`config.mk`:
```
export PLATFORM = sky130hd
export DESIGN_NAME = i2c_cmd_queue
export DESIGN_NICKNAME = d
export VERILOG_FILES = /design/src/rtl/i2cq_pkg.sv /design/src/rtl/i2cq_fifo.sv /design/src/rtl/i2cq_seq.sv /design/src/rtl/i2cq_regs.sv /design/src/rtl/i2c_cmd_queue.sv
export SDC_FILE = /design/constraint.sdc
export NUM_CORES = 1
export LEC_CHECK = 0
export ABC_AREA = 0
export BUFFER_PORTS_ARGS = -buffer_cell sky130_fd_sc_hd__buf_4
export CAP_MARGIN = 20
export CORE_MARGIN = 3
export CORE_UTILIZATION = 45
export DETAILED_ROUTE_END_ITERATION = 10
export SYNTH_ARGS = -nofsm -noshare
export SYNTH_HDL_FRONTEND = slang
export SYNTH_SLANG_ARGS = --single-unit
export TNS_END_PERCENT = 100
```
`constraint.sdc`:
```
create_clock -name clk -period 4.5 [get_ports clk]
set_input_delay 0.9 -clock clk [delete_from_list [all_inputs] [get_ports clk]]
set_output_delay 0.9 -clock clk [all_outputs]
set_load 0.02 [all_outputs]
```
`src/rtl/i2cq_pkg.sv`:
```
package i2cq_pkg;

    localparam int BYTE_W = 8;

    typedef struct packed {
        logic              stop;
        logic              rd;
        logic [BYTE_W-1:0] data;
    } cmd_t;

    localparam int CMD_W = $bits(cmd_t);

    typedef enum logic [1:0] {
        A_DATA   = 2'd0,
        A_STATUS = 2'd1,
        A_RAW    = 2'd2,
        A_CLEAR  = 2'd3
    } reg_addr_e;

    localparam int ST_ACTIVE = 0;
    localparam int ST_TXNF   = 1;
    localparam int ST_TXE    = 2;
    localparam int ST_RXNE   = 3;
    localparam int ST_IDLE   = 4;
    localparam int ST_W      = 5;

    localparam int RAW_STOP = 0;
    localparam int RAW_OVF  = 1;

    typedef enum logic {
        SQ_READY,
        SQ_WAIT
    } seq_e;

    function automatic logic [CMD_W-1:0] widen_byte(input logic [BYTE_W-1:0] b);
        return {{(CMD_W-BYTE_W){1'b0}}, b};
    endfunction

endpackage

```
`src/rtl/i2cq_fifo.sv`:
```
module i2cq_fifo #(
    parameter int W     = 8,
    parameter int DEPTH = 8
) (
    input  logic         clk,
    input  logic         rst,
    input  logic         push,
    input  logic [W-1:0] din,
    input  logic         pop,
    output logic [W-1:0] head,
    output logic         full,
    output logic         empty
);
    localparam int AW = (DEPTH > 1) ? $clog2(DEPTH) : 1;
    localparam int CW = $clog2(DEPTH + 1);

    logic [W-1:0]  mem [DEPTH];
    logic [AW-1:0] rp, wp;
    logic [CW-1:0] cnt;
    logic          do_push, do_pop;

    assign full    = (cnt == CW'(DEPTH));
    assign empty   = (cnt == '0);
    assign head    = mem[rp];
    assign do_push = push && !full;
    assign do_pop  = pop && !empty;

    function automatic logic [AW-1:0] bump(input logic [AW-1:0] p);
        return (p == AW'(DEPTH - 1)) ? '0 : p + AW'(1);
    endfunction

    always_ff @(posedge clk) begin
        if (do_push) mem[wp] <= din;
    end

    always_ff @(posedge clk) begin
        if (rst) begin
            rp  <= '0;
            wp  <= '0;
            cnt <= '0;
        end else begin
            if (do_push) wp <= bump(wp);
            if (do_pop)  rp <= bump(rp);
            case ({do_push, do_pop})
                2'b10:   cnt <= cnt + CW'(1);
                2'b01:   cnt <= cnt - CW'(1);
                default: cnt <= cnt;
            endcase
        end
    end

endmodule

```
`src/rtl/i2cq_seq.sv`:
```
module i2cq_seq
    import i2cq_pkg::*;
(
    input  logic              clk,
    input  logic              rst,
    input  cmd_t              tx_head,
    input  logic              tx_empty,
    input  logic              rx_full,
    input  logic              eng_ready,
    input  logic              eng_done,
    input  logic [BYTE_W-1:0] eng_rbyte,
    output logic              eng_req,
    output cmd_t              eng_cmd,
    output logic              tx_pop,
    output logic              rx_push,
    output logic [BYTE_W-1:0] rx_din,
    output logic              active,
    output logic              stop_set
);
    seq_e st;
    logic cur_rd, cur_stop;
    logic fin;

    // a receive request waits while there is no room for its byte
    assign eng_req  = (st == SQ_READY) && !tx_empty && !(tx_head.rd && rx_full);
    assign eng_cmd  = tx_head;
    assign tx_pop   = eng_req && eng_ready;
    assign fin      = (st == SQ_WAIT) && eng_done;
    assign rx_push  = fin && cur_rd;
    assign rx_din   = eng_rbyte;
    assign stop_set = fin && cur_stop;

    always_ff @(posedge clk) begin
        if (rst) begin
            st       <= SQ_READY;
            cur_rd   <= 1'b0;
            cur_stop <= 1'b0;
            active   <= 1'b0;
        end else if (tx_pop) begin
            st       <= SQ_WAIT;
            cur_rd   <= tx_head.rd;
            cur_stop <= tx_head.stop;
            active   <= 1'b1;
        end else if (fin) begin
            st <= SQ_READY;
            if (cur_stop) active <= 1'b0;
        end
    end

endmodule

```
`src/rtl/i2cq_regs.sv`:
```
module i2cq_regs
    import i2cq_pkg::*;
(
    input  logic              clk,
    input  logic              rst,
    input  logic              reg_wr,
    input  logic              reg_rd,
    input  logic [1:0]        reg_addr,
    input  logic [CMD_W-1:0]  reg_wdata,
    input  logic              tx_full,
    input  logic              tx_empty,
    input  logic              rx_empty,
    input  logic [BYTE_W-1:0] rx_head,
    input  logic              active,
    input  logic              stop_set,
    output logic              tx_push,
    output cmd_t              tx_din,
    output logic              rx_pop,
    output logic [CMD_W-1:0]  reg_rdata,
    output logic              stop_det,
    output logic              ovf
);
    reg_addr_e   sel;
    logic        wr_data, clr_stop;
    logic [ST_W-1:0] status;

    assign sel      = reg_addr_e'(reg_addr);
    assign wr_data  = reg_wr && (sel == A_DATA);
    assign tx_push  = wr_data && !tx_full;
    assign tx_din   = cmd_t'(reg_wdata);
    assign rx_pop   = reg_rd && (sel == A_DATA) && !rx_empty;
    assign clr_stop = reg_rd && (sel == A_CLEAR);

    always_comb begin
        status            = '0;
        status[ST_ACTIVE] = active;
        status[ST_TXNF]   = !tx_full;
        status[ST_TXE]    = tx_empty;
        status[ST_RXNE]   = !rx_empty;
        status[ST_IDLE]   = !active && tx_empty;
    end

    always_comb begin
        reg_rdata = '0;
        case (sel)
            A_DATA:   reg_rdata = rx_empty ? '0 : widen_byte(rx_head);
            A_STATUS: reg_rdata[ST_W-1:0] = status;
            A_RAW: begin
                reg_rdata[RAW_STOP] = stop_det;
                reg_rdata[RAW_OVF]  = ovf;
            end
            A_CLEAR:  reg_rdata[RAW_STOP] = stop_det;
            default:  reg_rdata = '0;
        endcase
    end

    always_ff @(posedge clk) begin
        if (rst) begin
            stop_det <= 1'b0;
            ovf      <= 1'b0;
        end else begin
            if (wr_data && tx_full) ovf <= 1'b1;
            if (stop_set)           stop_det <= 1'b1;
            else if (clr_stop)      stop_det <= 1'b0;
        end
    end

endmodule

```
`src/rtl/i2c_cmd_queue.sv`:
```
module i2c_cmd_queue
    import i2cq_pkg::*;
#(
    parameter int DEPTH = 8
) (
    input  logic              clk,
    input  logic              rst,
    input  logic              reg_wr,
    input  logic              reg_rd,
    input  logic [1:0]        reg_addr,
    input  logic [CMD_W-1:0]  reg_wdata,
    output logic [CMD_W-1:0]  reg_rdata,
    output logic              eng_req,
    output logic [CMD_W-1:0]  eng_cmd,
    input  logic              eng_ready,
    input  logic              eng_done,
    input  logic [BYTE_W-1:0] eng_rbyte,
    output logic              stop_irq
);
    cmd_t              tx_din, tx_head, eng_cmd_s;
    logic              tx_push, tx_pop, tx_full, tx_empty;
    logic [BYTE_W-1:0] rx_din, rx_head;
    logic              rx_push, rx_pop, rx_full, rx_empty;
    logic              active, stop_set, ovf;

    i2cq_fifo #(.W(CMD_W), .DEPTH(DEPTH)) u_txq (
        .clk(clk), .rst(rst),
        .push(tx_push), .din(tx_din), .pop(tx_pop),
        .head(tx_head), .full(tx_full), .empty(tx_empty)
    );

    i2cq_fifo #(.W(BYTE_W), .DEPTH(DEPTH)) u_rxq (
        .clk(clk), .rst(rst),
        .push(rx_push), .din(rx_din), .pop(rx_pop),
        .head(rx_head), .full(rx_full), .empty(rx_empty)
    );

    i2cq_seq u_seq (
        .clk(clk), .rst(rst),
        .tx_head(tx_head), .tx_empty(tx_empty), .rx_full(rx_full),
        .eng_ready(eng_ready), .eng_done(eng_done), .eng_rbyte(eng_rbyte),
        .eng_req(eng_req), .eng_cmd(eng_cmd_s), .tx_pop(tx_pop),
        .rx_push(rx_push), .rx_din(rx_din),
        .active(active), .stop_set(stop_set)
    );

    i2cq_regs u_regs (
        .clk(clk), .rst(rst),
        .reg_wr(reg_wr), .reg_rd(reg_rd), .reg_addr(reg_addr), .reg_wdata(reg_wdata),
        .tx_full(tx_full), .tx_empty(tx_empty), .rx_empty(rx_empty), .rx_head(rx_head),
        .active(active), .stop_set(stop_set),
        .tx_push(tx_push), .tx_din(tx_din), .rx_pop(rx_pop),
        .reg_rdata(reg_rdata), .stop_det(stop_irq), .ovf(ovf)
    );

    assign eng_cmd = eng_cmd_s;

endmodule

```
Word-level counts from Yosys, hierarchy flattened --
Memories as Yosys holds them, arrays and structs flattened. A register that Yosys moved wholly into a read port is not among the register bits. Index checks and enable logic that the tools add are counted.
Word-level totals: bits in registers 26, memory bits (writable) 144, output and inout bits 22, word-level logic and storage cells 96, memories kept 2
Operators by class: add/subtract/negate cells 8, eq/ne operators 13, mux-type cells 26, bitwise operators 1, reductions and logical operators 34
Memories:
- u_txq.mem | words 8, bits a word 10, read ports 1, clocked after memory_dff 1, wr ports 1, RTL line i2cq_fifo.sv:17 | logic [W-1:0] mem [DEPTH];
- u_rxq.mem | words 8, bits a word 8, read ports 1, clocked after memory_dff 1, wr ports 1, RTL line i2cq_fifo.sv:17
Operators with widths (count):
- $mux 3 | 8
- $logic_and 1x1->1 | 18
- $pmux 4 s2 | 2
- $add 3x1->3 const B | 4
- $eq 3x3->1 const B | 4
- $mux 1 | 11
- $reduce_bool 2->1 | 5
- $add 4x1->4 const B | 2
- $eq 2x2->1 const B | 4
- $eq 4x4->1 const B | 2
- $logic_not 4->1 | 2
- $mux 8 | 1
- $sub 4x1->4 const B | 2
- $eq 2x1->1 const B | 3
- $logic_not 1->1 | 6
- $pmux 1 s3 | 2
- $pmux 3 s2 | 1
- $mux 5 | 1
- $logic_not 2->1 | 1
- $reduce_and 2->1 | 1
- $reduce_or 2->1 | 1
- $not 1->1 | 1

Logic depth before layout (Yosys ltp) --
depth in word-level cells 8, mapped depth 15, mapped depth without buffers 13

Hierarchy --
From an unflattened synthesis, not the netlist that was laid out.
Unflattened totals: cells, all modules 449, area total of the unflattened synthesis 7502.2 sq um
Modules (own cells, without submodules):
- i2cq_fifo (u_txq) | times used 1, cells each 195, area each 3739.8 sq um
- i2cq_fifo (u_rxq) | times used 1, cells each 172, area each 3110.5 sq um
- i2cq_regs | times used 1, cells each 45, area each 331.6 sq um
- i2cq_seq | times used 1, cells each 37, area each 320.3 sq um

Least setup slack after synthesis --
OpenSTA, ideal clock, no wires.
kind in2reg, from in reg_addr[1], to mem u_txq.mem[0][0] in the netlist's numbering (enable), library setup time 0.404 ns, arrival 2.492 ns, data required time 4.096 ns, slack 1.605 ns, cell stages on the path 3, path through nor2_1 nand3b_1 nor4_1
On the way: cells in the longest elaborated chain, start to end 6
RTL lines:
- from (decl) | RTL line i2c_cmd_queue.sv:10 | input logic [1:0] reg_addr,
- $logic_not 2->1 | RTL line i2cq_regs.sv:28 | assign wr_data = reg_wr && (sel == A_DATA);
- $logic_and 1x1->1 | RTL line i2cq_regs.sv:28
- $logic_and 1x1->1 | RTL line i2cq_regs.sv:29 | assign tx_push = wr_data && !tx_full;
- $logic_and 1x1->1 | RTL line i2cq_fifo.sv:25 | assign do_push = push && !full;
- $mux 1 | RTL line i2cq_fifo.sv:33 | if (do_push) mem[wp] <= din;
- $mux 1 (implied by the code) | RTL line i2cq_fifo.sv:33
- to (decl) | RTL line i2cq_fifo.sv:17
No other way between the ends.

==> results.ini <==
[route]
via_count = 3702
drt_first_pass_iters = 4
drc = 0
first_iter_violations = 292
detail_route.vias_per_cell = 5.28
wl_um = 13200
wl_per_cell_um = 18.9
ant_nets = 0

[sta]
rsz0062_at_grt = false
worst_pin_slew_ns = 1.04
fin_crit_ns = 3.47
tns_ns = 0
skew_ns = 0.0109
slew_headroom = 0.307
fmax_ghz = 0.288
hold_viol_final = 0
setup_viol = 0
holdWs_ns = 0.496
period_share = 0.771
drv_slew = 0

[setup_path]
critPathKind = flip-flop to output pin
cpPeakStageDelay_ns = 0.73
timing.rr.end = u_txq.cnt[2]
cp.required_ns = 3.60
ff2ff_path_depth = 13
cp_max_fo = 12
critical_path.endpoint_type = output pin
critical_path.startpoint_type = flip-flop
worstPathCellList = buf_4, mux4_2, mux2_2, buf_4
regToRegSetupSlack_ns = 1.09
critPathMostFrequentCell = buf_4
cp.arrival_ns = 2.57
slowest_stage = dfxtp_1

[yosys]
syn_area_um2 = 7110
synth.distinct_cells = 51
netlist_instances = 412
postSynthAreaPerCell_um2 = 17.3
synth-edff-count = 144
yosysSeqAreaShare = 0.698
ys_warn_count = 0
async_flop_share = 0
synth_ff_type = edfxtp_1
ys_seq_elements = 176

[final_layout]
fin_area_um2 = 8370
areaGrowthSynthToFinish_pct = 17.7
seqCellArea_um2 = 4960
fill_cells = 1226
final_layout_size_suffix_gt1_frac = 0.298
utilization = 0.546
final_common_cell = edfxtp_1
final_cell_mix = 144 x edfxtp_1, 60 x buf_4, 34 x mux4_2
layout.nets = 518
num_antenna_cells = 0
multi_input_area_um2 = 2030

[clock_tree]
clock_latency_ns = 0.43
clock_path_buffers = 2
cts_max_level = 4
cts_hold_buf = 0
cts_setup_buffers = 0
clock-sinks = 176
cts_tree = yes
cts_buffers = 17
clk_pin_slew_ns = 0.06
ctsResizeCount = 0
root_buffer = clkbuf_16

[run]
maxCapViolCount = 0

[global_routing]
grt_pass1_wl_um = 20700
grtUsageTotal = 0.160
overflow = 0
grt_start_max_net_pins = 28
grt_antenna_before_repair = 0
grt_pass1_vias = 3686

[power_and_ir_drop]
vdd_drop_max_mv = 0.272
p_per_area_nw_per_um2 = 456
power_uw = 3810
p_clk_frac = 0.387
swShare = 0.246
p_leak_uw = 0.00283
power.switching_uw = 938
share_seq_of_total_power = 0.486
p_int_uw = 2870
pwr-share-comb = 0.127

[die]
core_region_area_um2 = 15300
die_x_um = 132
ioPinCount = 48
std_cell_rows = 45
die_area_um2 = 17300
die_h_um = 132
initial_core_util = 0.464

[min_path]
min_path_cells = 2
min_to = u_regs.stop_det
worst_hold_path_type = flip-flop to flip-flop
hold_start = u_regs.stop_det

[placed_design]
routabilityCongestion = 0.749
placement.cell_area_um2 = 7760
port_buffers = 45
hpwl_um = 8520

[status]
run_status = finished clean

[area by class of cell]
| cell class | count | area share |
|---|---|---|
| Sequential cell | 176 | 0.593 |
| Multi-Input combinational cell | 210 | 0.243 |
| Timing Repair Buffer | 62 | 0.0565 |
| Clock buffer | 18 | 0.0513 |
| Tap cell | 211 | 0.0315 |
| Clock inverter | 14 | 0.0199 |
| Inverter | 10 | 0.00449 |
[power groups by stage]
stage,combinational [uW],sequential [uW],clock [uW]
2_1_floorplan,386,1850,0
3_3_place_gp,484,1890,0
3_5_place_dp,489,1890,0
4_1_cts,490,1850,1510
5_1_grt,529,1860,1590
6_report,484,1850,1480
[kinds of logic (layout without fill, tap and decap cells)]
kind of cell             count (synthesis)  in the layout  synth area share
AND/OR/NAND/NOR                         89             89            0.0660
buffers and inverters                   27            104            0.0192
adder cells (fa/ha/maj)                 15             15            0.0274
other                                    1              2          0.000527
flip-flops                             176            176             0.698
XOR/XNOR                                 7              7           0.00862
multiplexers                            60             60             0.147
AO/OA/AOI/OAI                           37             37            0.0334
[how the worst max path moves through the flow]
stage / to / from / slack, ns / cells after the start
2_1_floorplan: u_txq.mem[0][0] / reg_addr[1] / 1.60 / 3
3_3_place_gp: u_txq.cnt[2] / flip-flop / 1.21 / 13
3_5_place_dp: u_txq.cnt[2] / flip-flop / 1.11 / 13
4_1_cts: eng_cmd[9] / flip-flop / 0.95 / 4
5_1_grt: u_txq.cnt[2] / flip-flop / 0.84 / 13
6_report: eng_cmd[9] / flip-flop / 1.03 / 4
[routing by layer]
metal,global-route usage,wire length [um],vias to the layer above
li1,-,-,1747
met1,0.204,5730,1875
met2,0.265,6720,62
met3,0.0413,529,18
met4,0.0648,240,0
met5,0,0,-
[per-stage QoR]
| step | setup WS, ns | cells |
|---|---|---|
| floorplan | 1.60 | 413 |
| global placement | 1.21 | 667 |
| detailed placement | 1.11 | 668 |
| CTS | 0.954 | 700 |
| global route | 0.841 | 701 |
| finish | 1.03 | 701 |
[registers in the layout, indices dropped and copies added, names as in the netlist, 3 cells and up, named ones only]
name and flops:
u_rxq.cnt 4, u_rxq.mem 64, u_rxq.rp 3, u_rxq.wp 3, u_txq.cnt 4, u_txq.mem 80
u_txq.rp 3, u_txq.wp 3
[cell usage after synthesis, types with 3 or more instances]
cell type	instances	area (um2)
ha_1	14	175
nor2_1	25	93.8
mux2_2	10	113
xor2_1	5	43.8
or3_1	5	31.3
nand3b_1	4	30.0
clkbuf_1	5	18.8
mux2i_1	15	150
nand2_1	11	41.3
nor3_1	11	55.1
inv_1	8	30.0
nand2b_1	6	37.5
nor4_1	4	25.0
dfxtp_1	32	641
edfxtp_1	144	4320
buf_2	6	30.0
mux4_2	34	766
nor3b_1	3	22.5
nor2b_1	4	25.0
o21ai_0	6	30.0
o21ai_1	3	15.0
a21oi_1	18	90.1
nand3_1	5	25.0
[critical path: cells and delay by family (launching register included)]
kind / cells / cell delay (ns)
muxes: 2 / 0.86
buffers and inverters: 2 / 0.56
DFF: 1 / 0.73
(Power assumes the default switching activity.)
